==> config.mk <==
export PLATFORM = sky130hd
export DESIGN_NAME = i2c_byte_fifo
export DESIGN_NICKNAME = d
export VERILOG_FILES = /design/src/rtl/i2c_byte_fifo.sv
export SDC_FILE = /design/constraint.sdc
export NUM_CORES = 1
export LEC_CHECK = 0
export ABC_AREA = 1
export BUFFER_PORTS_ARGS = -buffer_cell sky130_fd_sc_hd__clkbuf_2
export CAP_MARGIN = 40
export CORE_MARGIN = 2
export CORE_UTILIZATION = 56
export DETAILED_ROUTE_END_ITERATION = 10
export HOLD_SLACK_MARGIN = 0.03
export PLACE_DENSITY = 0.75
export RECOVER_POWER = 50
export SYNTH_ARGS = -nofsm -noshare
export SYNTH_HDL_FRONTEND = slang
export SYNTH_SLANG_ARGS = --single-unit
==> constraint.sdc <==
create_clock -name clk -period 2.5 [get_ports clk]
set_clock_uncertainty 0.2 [all_clocks]
set_input_delay 0.125 -clock clk [delete_from_list [all_inputs] [get_ports clk]]
set_output_delay 0.125 -clock clk [all_outputs]
set_load 0.02 [all_outputs]
==> src/rtl/i2c_byte_fifo.sv <==
module i2c_byte_fifo #(
  parameter int DEPTH = 16,
  parameter int DW    = 8
) (
  input  logic          clk,
  input  logic          rst_n,
  input  logic          reg_wr,
  input  logic          reg_rd,
  input  logic [2:0]    reg_addr,
  input  logic [DW-1:0] reg_wdata,
  output logic [DW-1:0] reg_rdata,
  output logic          tx_valid,
  input  logic          tx_ready,
  output logic [DW-1:0] tx_data,
  input  logic          rx_valid,
  output logic          rx_ready,
  input  logic [DW-1:0] rx_data,
  output logic          hold_bus,
  output logic          irq
);
  localparam int AW = $clog2(DEPTH);
  localparam int CW = $clog2(DEPTH + 1);
  localparam logic [2:0] A_CTRL = 3'd0, A_STAT = 3'd1, A_IEN = 3'd2,
                         A_DATA = 3'd3, A_RXC = 3'd4, A_TXC = 3'd5;
  localparam logic [CW-1:0] LVL0 = CW'(DEPTH / 2);
  localparam logic [CW-1:0] LVL1 = CW'(DEPTH / 4);
  localparam logic [CW-1:0] LVL2 = CW'(DEPTH / 8);

  logic [DW-1:0] tx_mem [DEPTH];
  logic [DW-1:0] rx_mem [DEPTH];
  logic [AW-1:0] tx_wp, tx_rp, rx_wp, rx_rp;
  logic [CW-1:0] tx_cnt, rx_cnt, tx_lvl, rx_thr;
  logic [3:0]    rx_field;
  logic [1:0]    tx_code;
  logic [5:0]    status, flag_set;
  logic [2:0]    ien;

  logic wr_ctrl, wr_stat, tx_clr, rx_clr;
  logic tx_push, tx_pop, tx_ovf, rx_push, rx_pop, rx_udf, tend_ev;

  assign wr_ctrl = reg_wr && reg_addr == A_CTRL;
  assign wr_stat = reg_wr && reg_addr == A_STAT;
  assign tx_clr  = wr_ctrl && reg_wdata[0];
  assign rx_clr  = wr_ctrl && reg_wdata[1];

  assign tx_valid = tx_cnt != '0;
  assign rx_ready = rx_cnt != CW'(DEPTH);
  assign tx_data  = tx_mem[tx_rp];

  assign tx_pop  = tx_valid && tx_ready;
  assign tx_ovf  = reg_wr && reg_addr == A_DATA && tx_cnt == CW'(DEPTH);
  assign tx_push = reg_wr && reg_addr == A_DATA && !tx_ovf;
  assign rx_push = rx_valid && rx_ready;
  assign rx_udf  = reg_rd && reg_addr == A_DATA && rx_cnt == '0;
  assign rx_pop  = reg_rd && reg_addr == A_DATA && !rx_udf;
  assign tend_ev = tx_pop && tx_cnt == CW'(1) && !tx_push;

  function automatic logic [AW-1:0] bump(input logic [AW-1:0] p);
    return (p == AW'(DEPTH - 1)) ? '0 : p + 1'b1;
  endfunction

  always_comb begin
    case (tx_code)
      2'd0:    tx_lvl = LVL0;
      2'd1:    tx_lvl = LVL1;
      2'd2:    tx_lvl = LVL2;
      default: tx_lvl = '0;
    endcase
  end
  assign rx_thr = CW'(rx_field) + 1'b1;

  assign flag_set = {rx_udf, tx_ovf, 1'b0, tend_ev,
                     rx_cnt >= rx_thr, tx_cnt <= tx_lvl};

  always_ff @(posedge clk) begin
    if (tx_push) tx_mem[tx_wp] <= reg_wdata;
    if (rx_push) rx_mem[rx_wp] <= rx_data;
  end

  always_ff @(posedge clk or negedge rst_n) begin
    if (!rst_n) begin
      tx_wp <= '0; tx_rp <= '0; tx_cnt <= '0;
    end else if (tx_clr) begin
      tx_wp <= '0; tx_rp <= '0; tx_cnt <= '0;
    end else begin
      if (tx_push) tx_wp <= bump(tx_wp);
      if (tx_pop)  tx_rp <= bump(tx_rp);
      tx_cnt <= tx_cnt + CW'(tx_push) - CW'(tx_pop);
    end
  end

  always_ff @(posedge clk or negedge rst_n) begin
    if (!rst_n) begin
      rx_wp <= '0; rx_rp <= '0; rx_cnt <= '0;
    end else if (rx_clr) begin
      rx_wp <= '0; rx_rp <= '0; rx_cnt <= '0;
    end else begin
      if (rx_push) rx_wp <= bump(rx_wp);
      if (rx_pop)  rx_rp <= bump(rx_rp);
      rx_cnt <= rx_cnt + CW'(rx_push) - CW'(rx_pop);
    end
  end

  always_ff @(posedge clk or negedge rst_n) begin
    if (!rst_n) begin
      rx_field <= '0; tx_code <= '0; ien <= '0; status <= '0;
    end else begin
      if (wr_ctrl) begin
        rx_field <= reg_wdata[7:4];
        tx_code  <= reg_wdata[3:2];
      end
      if (reg_wr && reg_addr == A_IEN) ien <= reg_wdata[2:0];
      status <= (wr_stat ? (status & reg_wdata[5:0]) : status) | flag_set;
    end
  end

  assign hold_bus = status[2] | status[1];
  assign irq      = |(status[2:0] & ien);

  always_comb begin
    case (reg_addr)
      A_CTRL:  reg_rdata = DW'({rx_field, tx_code, 2'b00});
      A_STAT:  reg_rdata = DW'(status);
      A_IEN:   reg_rdata = DW'(ien);
      A_DATA:  reg_rdata = rx_mem[rx_rp];
      A_RXC:   reg_rdata = DW'(rx_cnt);
      A_TXC:   reg_rdata = DW'(tx_cnt);
      default: reg_rdata = '0;
    endcase
  end

  assert_count_bound_R1: assert property (@(posedge clk) disable iff (!rst_n)
    tx_cnt <= CW'(DEPTH) && rx_cnt <= CW'(DEPTH));

  assert_rx_flag_R3: assert property (@(posedge clk) disable iff (!rst_n)
    (rx_cnt >= rx_thr) |=> status[1]);

  assert_tx_end_R5: assert property (@(posedge clk) disable iff (!rst_n)
    (tx_valid && tx_ready && tx_cnt == CW'(1) && !(reg_wr && reg_addr == A_DATA))
      |=> (status[2] && tx_cnt == '0));

  assert_no_overflow_R9: assert property (@(posedge clk) disable iff (!rst_n)
    tx_ovf |=> (tx_cnt <= $past(tx_cnt) && status[4]));

  assert_no_underflow_R10: assert property (@(posedge clk) disable iff (!rst_n)
    (rx_udf && !reg_wr) |=> (rx_cnt >= $past(rx_cnt) && status[5]));

endmodule

==> metrics.cfg, run 1 <==
[final_layout]
utilization=0.715
area_growth_pct=25.0
final_common_cell=nand2_1
layout.nets=1536
num_antenna_cells=0
drive_gt1_frac=0.221
num-fill-cells=1556
final_cell_mix=nand2_1, edfxtp_1, inv_1, nor2_1, nand3_1
final_cells=1820

[place]
post-dp-hpwl_um=20100
dp_cells=1676
gp_congestion=0.873
port_buffers=44
place_ws_ns=-0.0981

[global_routing]
grt_pass1_wl_um=50900
grt_use_total=0.255
overflow=0
grt_max_degree=35
antenna_found_initial=0
grt_pass1_vias=9357

[setup_path]
cpPeakStageDelay_ns=0.54
cp_slowest_cell=dfrtp_4
crit_chain=buf_6, clkbuf_16, o21ai_0, o211ai_1, nand3_1, nand3_2, buf_6
critPathBufInv=3
critical-path-top-delay-family=flip-flops
ff2ff_path_depth=15
reg2reg_from=rx_cnt[3]
crit_fanout=10
crit_path_end_kind=output pin
crit_path_frequent_cell=buf_6
cp.required_ns=2.17
reg2reg_to=rx_cnt[4]
worstSetupStartpointType=register
critPathKind=register to output pin
r2r_slack_ns=-0.07
arrival_ns=2.37

[cts]
cts_max_level=1
clk-insertion-delay-late_ns=0.56
clk_pin_slew_ns=0.06
cts.path.max_buffers=3
tritoncts=done
cts-root-buf=clkbuf_16
cts_inserted_buffers=30
cts.sink_count=297

[power]
pwr-share-comb=0.413
power.internal_uw=11100
finalPower_uw=17800
leakagePower_uw=0.00698
p_sw_uw=6680
powerDensity_mw_per_mm2=1060
clockPowerShare=0.237
power.share.sequential=0.350
peakVddDrop_uv=848
sw_frac_of_total=0.375

[yosys]
synth_seq_cells=297
ys.warnings.count=0
synth_top_cell_by_area=edfxtp_1
syn_avg_cell_area_sq_um=10.4
synth_area_sq_mm=0.0135
syn-instance-count=1299
synth_nets=1357
yosysTopAreaCellShare=0.571
synth.distinct_cells=41
ys_seq_area_frac=0.647
synthTopCellsByArea=edfxtp_1, nand2_1, dfrtp_1

[flow_run]
cap_violations=0

[worst_hold_path]
hold_depth=6
min-delay-start=reg_addr[0]
min_path_type=primary input to register
holdPathEnd=status[3]

[timing]
setup_ws_ns=-0.196
period_minus_slack_ns=2.70
hold_violations=0
setup-violations-final=9
tightest_slew_ns=1.09
rsz0062_at_grt=yes
post-route-period-util=1.08
slew_headroom=0.271
max_freq_mhz=371
holdWs_ns=0.199
slew_violations=0

[floorplan]
start_util=0.572
die_w_um=159
die_area_sq_mm=0.0253
pin_count=45
rows=56
core-area_sq_mm=0.0235
die_h_um=159

[drt]
wl_um=35800
vias=10400
firstDrtPassIters=6
wl_per_cell_um=19.7
viasPerCell=5.72
initialDrtViolationCount=1298
drcViolationCount=0
ant_nets=0

[outcome]
status=finished, violations left
violations=negative setup slack

## worst max-delay path by stage
stage / to / depth (start not counted) / from
after global routing: rx_cnt[4] / 15 / rx_cnt[3]
final: tx_data[7] / 7 / tx_rp[0]
after floorplan: rx_cnt[4] / 14 / rx_cnt[3]
after detailed placement: tx_cnt[4] / 16 / tx_cnt[3]
after global placement: tx_cnt[4] / 16 / tx_cnt[3]
after CTS: tx_data[2] / 7 / tx_rp[0]
## layer usage
metal | global-route usage | routed length (um) | up-vias
li1 | - | - | 4710
met3 | 0.0406 | 3880 | 82
met2 | 0.396 | 17000 | 659
met4 | 0.0669 | 863 | 0
met1 | 0.380 | 14000 | 4954
met5 | 0 | 0 | -
## power by group through the flow
| stage | Sequential (uW) | Combinational, uW | Clock (uW) |
|---|---|---|---|
| detailed placement | 6240 | 5500 | 0 |
| floorplan | 6190 | 3690 | 0 |
| finish | 6230 | 7360 | 4230 |
| global route | 6260 | 7910 | 4470 |
| global placement | 6230 | 5320 | 0 |
| CTS | 6170 | 5890 | 4220 |
## cells in the mapped netlist
cell type and count:
nand2_1 299, edfxtp_1 256, inv_1 173, nor2_1 125, nand3_1 119, o21ai_0 84, dfrtp_1 41, ha_1 31
o22ai_1 24, buf_2 18, o211ai_1 18, a21oi_1 17, clkbuf_1 17, clkinv_1 7, inv_2 7, o21ai_1 7
buf_4 6, nand4_1 6, xor2_1 5, nand2_2 4, nand2_4 3, xnor2_1 3, buf_1 2, buf_6 2
fa_1 2, mux2_2 2, nand3_4 2, nor3_1 2, o21bai_1 2, o31ai_1 2, or2_1 2, or2_2 2
a21oi_2 1, a22o_1 1, clkinv_4 1, inv_4 1, nand3_2 1, nor2_2 1, nor2_4 1, nor3_4 1
o2bb2ai_1 1
## registers in the layout, indices dropped and copies added (netlist names), 5 cells and up
| signal | cells |
|---|---|
| status | 6 |
| rx_mem | 128 |
| tx_mem | 128 |
| rx_cnt | 5 |
| tx_cnt | 5 |
## cell families (layout without fill, tap and decap cells)
family,after synthesis,in the layout,share of synthesized area
flip-flops,297,297,0.647
adder cells (fa/ha/maj),33,33,0.0318
AND/OR/NAND/NOR,568,568,0.178
buffers and inverters,234,436,0.0703
XOR/XNOR,8,8,0.00521
AO/OA/AOI/OAI,157,157,0.0655
multiplexers,2,2,0.00167
## worst min-delay path: cells and delay by family
family / cells / cell delay (ns)
and+or+nand+nor: 4 / 0.54
buffers and inverters: 2 / 0.25
## layout make-up
type / instances / area [sq um] / share of cell area
clock buffers: 36 / 795 / 0.0472
inverters: 189 / 752 / 0.0447
flip-flops and latches: 297 / 8720 / 0.518
well taps: 319 / 399 / 0.0237
clock inverters: 19 / 125 / 0.00744
multi-input cells: 768 / 4230 / 0.251
repair inverters: 4 / 36.3 / 0.00216
repair buffers: 188 / 1770 / 0.105
## stage by stage
stage | setup TNS [ns] | instance area [sq um]
after floorplan | -0.124 | 13500
after global placement | -0.00969 | 14400
after detailed placement | -0.187 | 14400
after CTS | -0.0914 | 16000
after global routing | -2.35 | 16800
final | -0.688 | 16800
## repair_timing
| action | in CTS | in global routing |
|---|---|---|
| hold buffers | 32 | 0 |
| gates resized for setup | 27 | 209 |
| gates cloned | 1 | 10 |
| endpoints found under the hold margin | 325 | 0 |
| buffers inserted | 27 | 23 |
| endpoints found under the setup margin | 27 | 49 |
| pin swaps | 12 | 46 |
Power figures use the tool's default switching activity.
==> run 2: changes to the inputs <==
--- a/config.mk
+++ b/config.mk
@@ -10,9 +10,10 @@
 export CAP_MARGIN = 40
 export CORE_MARGIN = 2
 export CORE_UTILIZATION = 56
+export CTS_CLUSTER_DIAMETER = 40
 export DETAILED_ROUTE_END_ITERATION = 10
 export HOLD_SLACK_MARGIN = 0.03
-export PLACE_DENSITY = 0.75
+export PLACE_DENSITY_LB_ADDON = 0.12
 export RECOVER_POWER = 50
 export SYNTH_ARGS = -nofsm -noshare
 export SYNTH_HDL_FRONTEND = slang
==> run 2 against run 1 <==
Against the previous run: the flow now finishes without violations; sequential power barely moved; via count fell by 4.5%; worst setup slack improved by 0.21 ns; combinational power fell by 10%; register-to-register slack improved by 0.08 ns; total power rose by 1.4%.
==> metrics.cfg, run 2 (same netlist as run 1, synthesis figures left out) <==
[global_routing]
overflow=0  ; unchanged
use_met3=0.0438  ; was 0.0406
grt_pass1_vias=9316  ; was 9,357
grt_pass1_wl_um=50700  ; was 50,900 um
use_met1=0.387  ; was 0.380
grt_use_total=0.256  ; was 0.255
busiest_layer=met2  ; unchanged
grt_max_degree=52  ; was 35
use_met2=0.393  ; was 0.396
antenna_found_initial=0  ; unchanged

[setup_path]
r2r_slack_ns=0.01  ; was -0.07 ns
cpPeakStageDelay_ns=0.40  ; was 0.54 ns
ff2ff_path_depth=15  ; unchanged
critPathKind=register to register  ; was register to output pin
critical-path-top-delay-family=adder cells  ; was flip-flops
arrival_ns=2.73  ; was 2.37 ns
crit_fanout=2  ; was 10
worstSetupStartpointType=register  ; unchanged
crit_chain=inv_2, ha_4, nand4_1, nand2_2, inv_2, ha_4, inv_2, ha_4, inv_2, fa_2, inv_2, a21oi_2, o21bai_1, o21ai_1, a21oi_1  ; was buf_6, clkbuf_16, o21ai_0, o211ai_1, nand3_1, nand3_2, buf_6
reg2reg_to=rx_cnt[4]  ; unchanged
reg2reg_from=rx_cnt[3]  ; unchanged
cp.required_ns=2.74  ; was 2.17 ns
cp_slowest_cell=dfrtp_1  ; was dfrtp_4
crit_path_end_kind=register  ; was output pin
crit_path_frequent_cell=inv_2  ; was buf_6
critPathBufInv=5  ; was 3

[cts]
cts_max_level=2  ; was 1
clk_pin_slew_ns=0.05  ; was 0.06 ns
cts.sink_count=297  ; unchanged
clk-insertion-delay-late_ns=0.52  ; was 0.56 ns
cts-root-buf=clkbuf_16  ; unchanged
cts.path.max_buffers=3  ; unchanged
tritoncts=done  ; unchanged
cts_inserted_buffers=38  ; was 30

[timing]
max_freq_mhz=402  ; was 371 MHz
fin_setup_tns_ns=0  ; was -0.688 ns
post-route-period-util=0.994  ; was 1.08
setup-violations-final=0  ; was 9
hold_violations=0  ; unchanged
slew_violations=0  ; unchanged
period_minus_slack_ns=2.49  ; was 2.70 ns
slew_headroom=0.188  ; was 0.271
holdWs_ns=0.0597  ; was 0.199 ns
tightest_slew_ns=1.22  ; was 1.09 ns
rsz0062_at_grt=yes  ; unchanged
setup_ws_ns=0.0143  ; was -0.196 ns

[worst_hold_path]
holdPathEnd=rx_field[1]  ; was status[3]
hold_depth=6  ; unchanged
min-delay-start=reg_addr[0]  ; unchanged
min_path_type=primary input to register  ; unchanged

[place]
port_buffers=44  ; unchanged
gp_congestion=0.874  ; was 0.873
dp_cells=1679  ; was 1,676
post-dp-hpwl_um=20900  ; was 20,100 um
place_ws_ns=-0.0857  ; was -0.0981 ns
dpl_cell_area_sq_mm=0.0145  ; was 0.0144 sq mm

[floorplan]
die_area_sq_mm=0.0253  ; unchanged
rows=56  ; unchanged
start_util=0.572  ; unchanged
die_w_um=159  ; unchanged
pin_count=45  ; unchanged
die_h_um=159  ; unchanged
core-area_sq_mm=0.0235  ; unchanged

[final_layout]
num-fill-cells=1789  ; was 1,556
final_cell_mix=nand2_1, edfxtp_1, inv_1, nor2_1, nand3_1  ; unchanged
layout.nets=1514  ; was 1,536
seqCellArea_sq_mm=0.00872  ; about the same
multi_input_area_sq_mm=0.00403  ; was 0.00423 sq mm
num_antenna_cells=0  ; unchanged
top_regs=rx_mem: 128 flops, tx_mem: 128 flops, status: 6 flops  ; unchanged
final_cells=1804  ; was 1,820
final_cell_area_sq_mm=0.0166  ; was 0.0168 sq mm
drive_gt1_frac=0.182  ; was 0.221
area_growth_pct=23.1  ; was 25.0%
final_common_cell=nand2_1  ; unchanged

[drt]
initialDrtViolationCount=993  ; was 1,298
ant_nets=0  ; unchanged
firstDrtPassIters=6  ; unchanged
viasPerCell=5.51  ; was 5.72
wl_um=34300  ; was 35,800 um
wl_per_cell_um=19.0  ; was 19.7 um
drcViolationCount=0  ; unchanged
vias=9941  ; was 10,400

[power]
peakVddDrop_uv=765  ; was 848 uV
leakagePower_uw=0.00690  ; was 0.00698 uW
powerDensity_mw_per_mm2=1090  ; was 1060 mW/mm^2

[outcome]
status=completed  ; was finished, violations left

[flow_run]
cap_violations=0  ; unchanged

[run 2: cell count changes in the layout (fill, tap and decap cells not counted), moves of 7 or more]
cell,before,now
nor2_2,9,2
buf_6,27,15
nand3_2,31,11
nand2_1,262,270
buf_4,81,66
clkbuf_16,36,45
o21ai_0,53,73
nand3_1,88,108
nor2_1,115,123
o21ai_1,34,18
[run 2: timing repair]
action / CTS / global route
hold buffers: 29 / 0
gates resized for setup: 12 / 111
gates cloned: 0 / 13
endpoints found under the hold margin: 314 / 0
setup buffers: 4 / 10
setup endpoints to repair: 18 / 20
pin swaps: 9 / 34
[run 2: tightest hold or removal path, delay by kind of cell]
family        cells  cell delay, ns
buf+inv           1            0.19
simple gates      5            0.42
[run 2: area by class of cell]
cell class | instances | share of cell area
clock buffer | 48 | 0.0596
multi-input combinational | 768 | 0.243
timing repair inverter | 1 | 0.000377
timing repair buffer | 161 | 0.0892
clock inverter | 21 | 0.0130
tap | 319 | 0.0241
sequential | 297 | 0.526
inverter | 189 | 0.0444
[run 2: layer usage]
layer  vias up  part of all wire
li1       4672                 -
met1      4773              0.45
met5         -                 0
met3        49             0.083
met2       447              0.45
met4         0             0.017
[run 2: how the worst max path moves through the flow]
stage / slack [ns] / from / cells past startpoint / endpoint
5_1_grt: -0.13 / rx_cnt[3] / 15 / rx_cnt[4]
2_1_floorplan: -0.09 / rx_cnt[3] / 14 / rx_cnt[4]
3_3_place_gp: -0.02 / tx_cnt[3] / 16 / tx_cnt[4]
6_report: 0.01 / rx_cnt[3] / 15 / rx_cnt[4]
4_1_cts: -0.008 / tx_rp[0] / 8 / tx_data[5]
3_5_place_dp: -0.09 / tx_cnt[3] / 16 / tx_cnt[4]
[run 2: where the power goes]
group          switching [uW]  internal, uW
registers                 353          5860
logic                    4070          2550
clock network            2080          3150
total                    6510         11600
[run 2: stage by stage]
| stage | power [uW] | util |
|---|---|---|
| floorplan | 9880 | - |
| global placement | 11700 | 0.613 |
| detailed placement | 11800 | 0.614 |
| CTS | 17100 | 0.680 |
| global route | 19000 | 0.704 |
| finish | 18100 | 0.704 |
==> run 3: changes to the inputs <==
--- a/config.mk
+++ b/config.mk
@@ -6,13 +6,14 @@
 export NUM_CORES = 1
 export LEC_CHECK = 0
 export ABC_AREA = 1
-export BUFFER_PORTS_ARGS = -buffer_cell sky130_fd_sc_hd__clkbuf_2
 export CAP_MARGIN = 40
 export CORE_MARGIN = 2
-export CORE_UTILIZATION = 56
+export CORE_UTILIZATION = 57
 export CTS_CLUSTER_DIAMETER = 40
 export DETAILED_ROUTE_END_ITERATION = 10
+export DONT_BUFFER_PORTS = 1
 export HOLD_SLACK_MARGIN = 0.03
+export MAX_ROUTING_LAYER = met4
 export PLACE_DENSITY_LB_ADDON = 0.12
 export RECOVER_POWER = 50
 export SYNTH_ARGS = -nofsm -noshare
==> run 3 against run 2 <==
Against the previous run: non-clock buffer count fell by 52; critical path depth fell by 9; fmax decreased by 4.9%; critical path type is now primary input to register; wire length decreased by 3.0%; via count down 2.7%; largest cell class unchanged; flip-flop and latch count is the same; cell count is 2.9% lower; sequential share of layout area up 1.4 points; the run now ends with negative hold slack, negative setup slack left; total power is 1.9% lower; utilization is 1.2 points lower; clock power is 6.3% higher; register-to-register slack got worse by 0.09 ns; critical endpoint is now ien[0].
==> metrics.cfg, run 3 (same netlist as run 1, synthesis figures left out) <==
[cts]
cts.path.max_buffers=3  ; unchanged
cts.sink_count=297  ; unchanged
cts_inserted_buffers=37  ; was 38
clk_pin_slew_ns=0.06  ; was 0.05 ns
clk-insertion-delay-late_ns=0.52  ; about the same
tritoncts=done  ; unchanged
cts-root-buf=clkbuf_16  ; unchanged
hold_buffers=31  ; was 29
cts_max_level=2  ; unchanged

[outcome]
violations=negative hold slack, negative setup slack
status=finished, violations left  ; was completed

[floorplan]
die_h_um=158  ; was 159 um
core-area_sq_mm=0.0233  ; was 0.0235 sq mm
rows=56  ; unchanged
die_area_sq_mm=0.0249  ; was 0.0253 sq mm
pin_count=45  ; unchanged
start_util=0.577  ; was 0.572
die_w_um=158  ; was 159 um

[final_layout]
final_common_cell=nand2_1  ; unchanged
final_cell_mix=nand2_1, edfxtp_1, inv_1, nor2_1, nand3_1  ; unchanged
drive_gt1_frac=0.150  ; was 0.182
top_regs=rx_mem: 128 flops, tx_mem: 128 flops, status: 6 flops  ; unchanged
num-fill-cells=1718  ; was 1,789
final_cell_area_sq_mm=0.0162  ; was 0.0166 sq mm
area_growth_pct=20.0  ; was 23.1%
layout.nets=1460  ; was 1,514

[timing]
hold_violations=29  ; was 0
period_minus_slack_ns=2.61  ; was 2.49 ns
holdWs_ns=-0.495  ; was 0.0597 ns
max_freq_mhz=383  ; was 402 MHz
fin_setup_tns_ns=-0.197  ; was 0 ns
slew_violations=0  ; unchanged
setup-violations-final=2  ; was 0
slew_headroom=0.281  ; was 0.188
rsz0062_at_grt=yes  ; unchanged
post-route-period-util=1.05  ; was 0.994
setup_ws_ns=-0.114  ; was 0.0143 ns
tightest_slew_ns=1.08  ; was 1.22 ns

[drt]
viasPerCell=5.52  ; was 5.51
ant_nets=0  ; unchanged
wl_um=33300  ; was 34,300 um
wl_per_cell_um=19.0  ; about the same
vias=9674  ; was 9,941
firstDrtPassIters=6  ; unchanged
drcViolationCount=0  ; unchanged
initialDrtViolationCount=991  ; was 993

[place]
post-dp-hpwl_um=20300  ; was 20,900 um
port_buffers=0  ; was 44
gp_congestion=0.948  ; was 0.874
dpl_cell_area_sq_mm=0.0142  ; was 0.0145 sq mm

[power]
peakVddDrop_uv=770  ; was 765 uV
leakagePower_uw=0.00666  ; was 0.00690 uW
powerDensity_mw_per_mm2=1100  ; was 1090 mW/mm^2

[setup_path]
cp.required_ns=2.70  ; was 2.74 ns
crit_path_end_kind=register  ; unchanged
crit_fanout=4  ; was 2
critPathKind=primary input to register  ; was register to register
ff2ff_path_depth=17  ; was 15
arrival_ns=2.82  ; was 2.73 ns
worstSetupStartpointType=primary input  ; was register

[global_routing]
grt_max_degree=58  ; was 52
grt_pass1_wl_um=51100  ; was 50,700 um
overflow=0  ; unchanged
antenna_found_initial=2  ; was 0
grt_use_total=0.280  ; was 0.256
grt_pass1_vias=9357  ; was 9,316

[worst_hold_path]
min_path_type=primary input to register  ; unchanged
hold_depth=0  ; was 6

[flow_run]
cap_violations=0  ; unchanged

run 3: cell type report:
cell class / instances / area [sq um] / share of cell area
clock buffer: 46 / 1000 / 0.0620
tap: 319 / 399 / 0.0247
inverter: 189 / 741 / 0.0458
clock inverter: 21 / 292 / 0.0180
multi-input combinational: 768 / 3990 / 0.247
timing repair buffer: 109 / 1010 / 0.0626
sequential: 297 / 8720 / 0.540
antenna: 2 / 5.00 / 0.000310
run 3: report_power, final:
| part | switching, uW | internal (uW) |
|---|---|---|
| combinational | 3850 | 2110 |
| sequential | 339 | 5860 |
| clock | 2060 | 3500 |
| total | 6250 | 11500 |
run 3: critical path: stages:
cell and delay [ns]:
dlygate4sd3_1 0.62, nor3_1 0.47, dlygate4sd3_1 0.62, nand2_1 0.11, mux2_2 0.30, dlygate4sd3_1 0.56
run 3: final timing paths:
path / startpoint / slack (ns) / to
max in group asynchronous: rst_n / 0.39 / rx_rp[0]
min in group asynchronous: rst_n / 0.97 / tx_wp[1]
hold reg to reg: status[3] / 0.31 / status[3]
setup / recovery: reg_addr[0] / -0.11 / ien[0]
hold / removal: reg_wdata[0] / -0.49 / tx_mem[9][0]
setup reg to reg: tx_cnt[2] / -0.08 / tx_cnt[4]
run 3: per-stage QoR:
stage	setup slack [ns]	total power [uW]	util	instances
after floorplan	-0.0919	9880	-	1299
after global placement	-0.0272	11400	0.608	1630
after detailed placement	-0.0876	11500	0.608	1630
after CTS	0.00109	17300	0.681	1735
after global routing	-0.195	18600	0.692	1751
final	-0.114	17700	0.692	1751
run 3: timing repair:
item                       in CTS  in global routing
hold endpoints to repair      354                 29
pin swaps                       7                 13
resized for setup               8                 39
setup buffers                   7                  9
setup endpoints to repair      16                 42
cloned                          0                  4
run 3: layer usage:
metal	global-route usage	share of wire	vias up
met5	-	0	-
met4	0.0805	0.020	0
met3	0.0591	0.097	55
met2	0.400	0.44	436
met1	0.409	0.44	4629
li1	-	-	4554
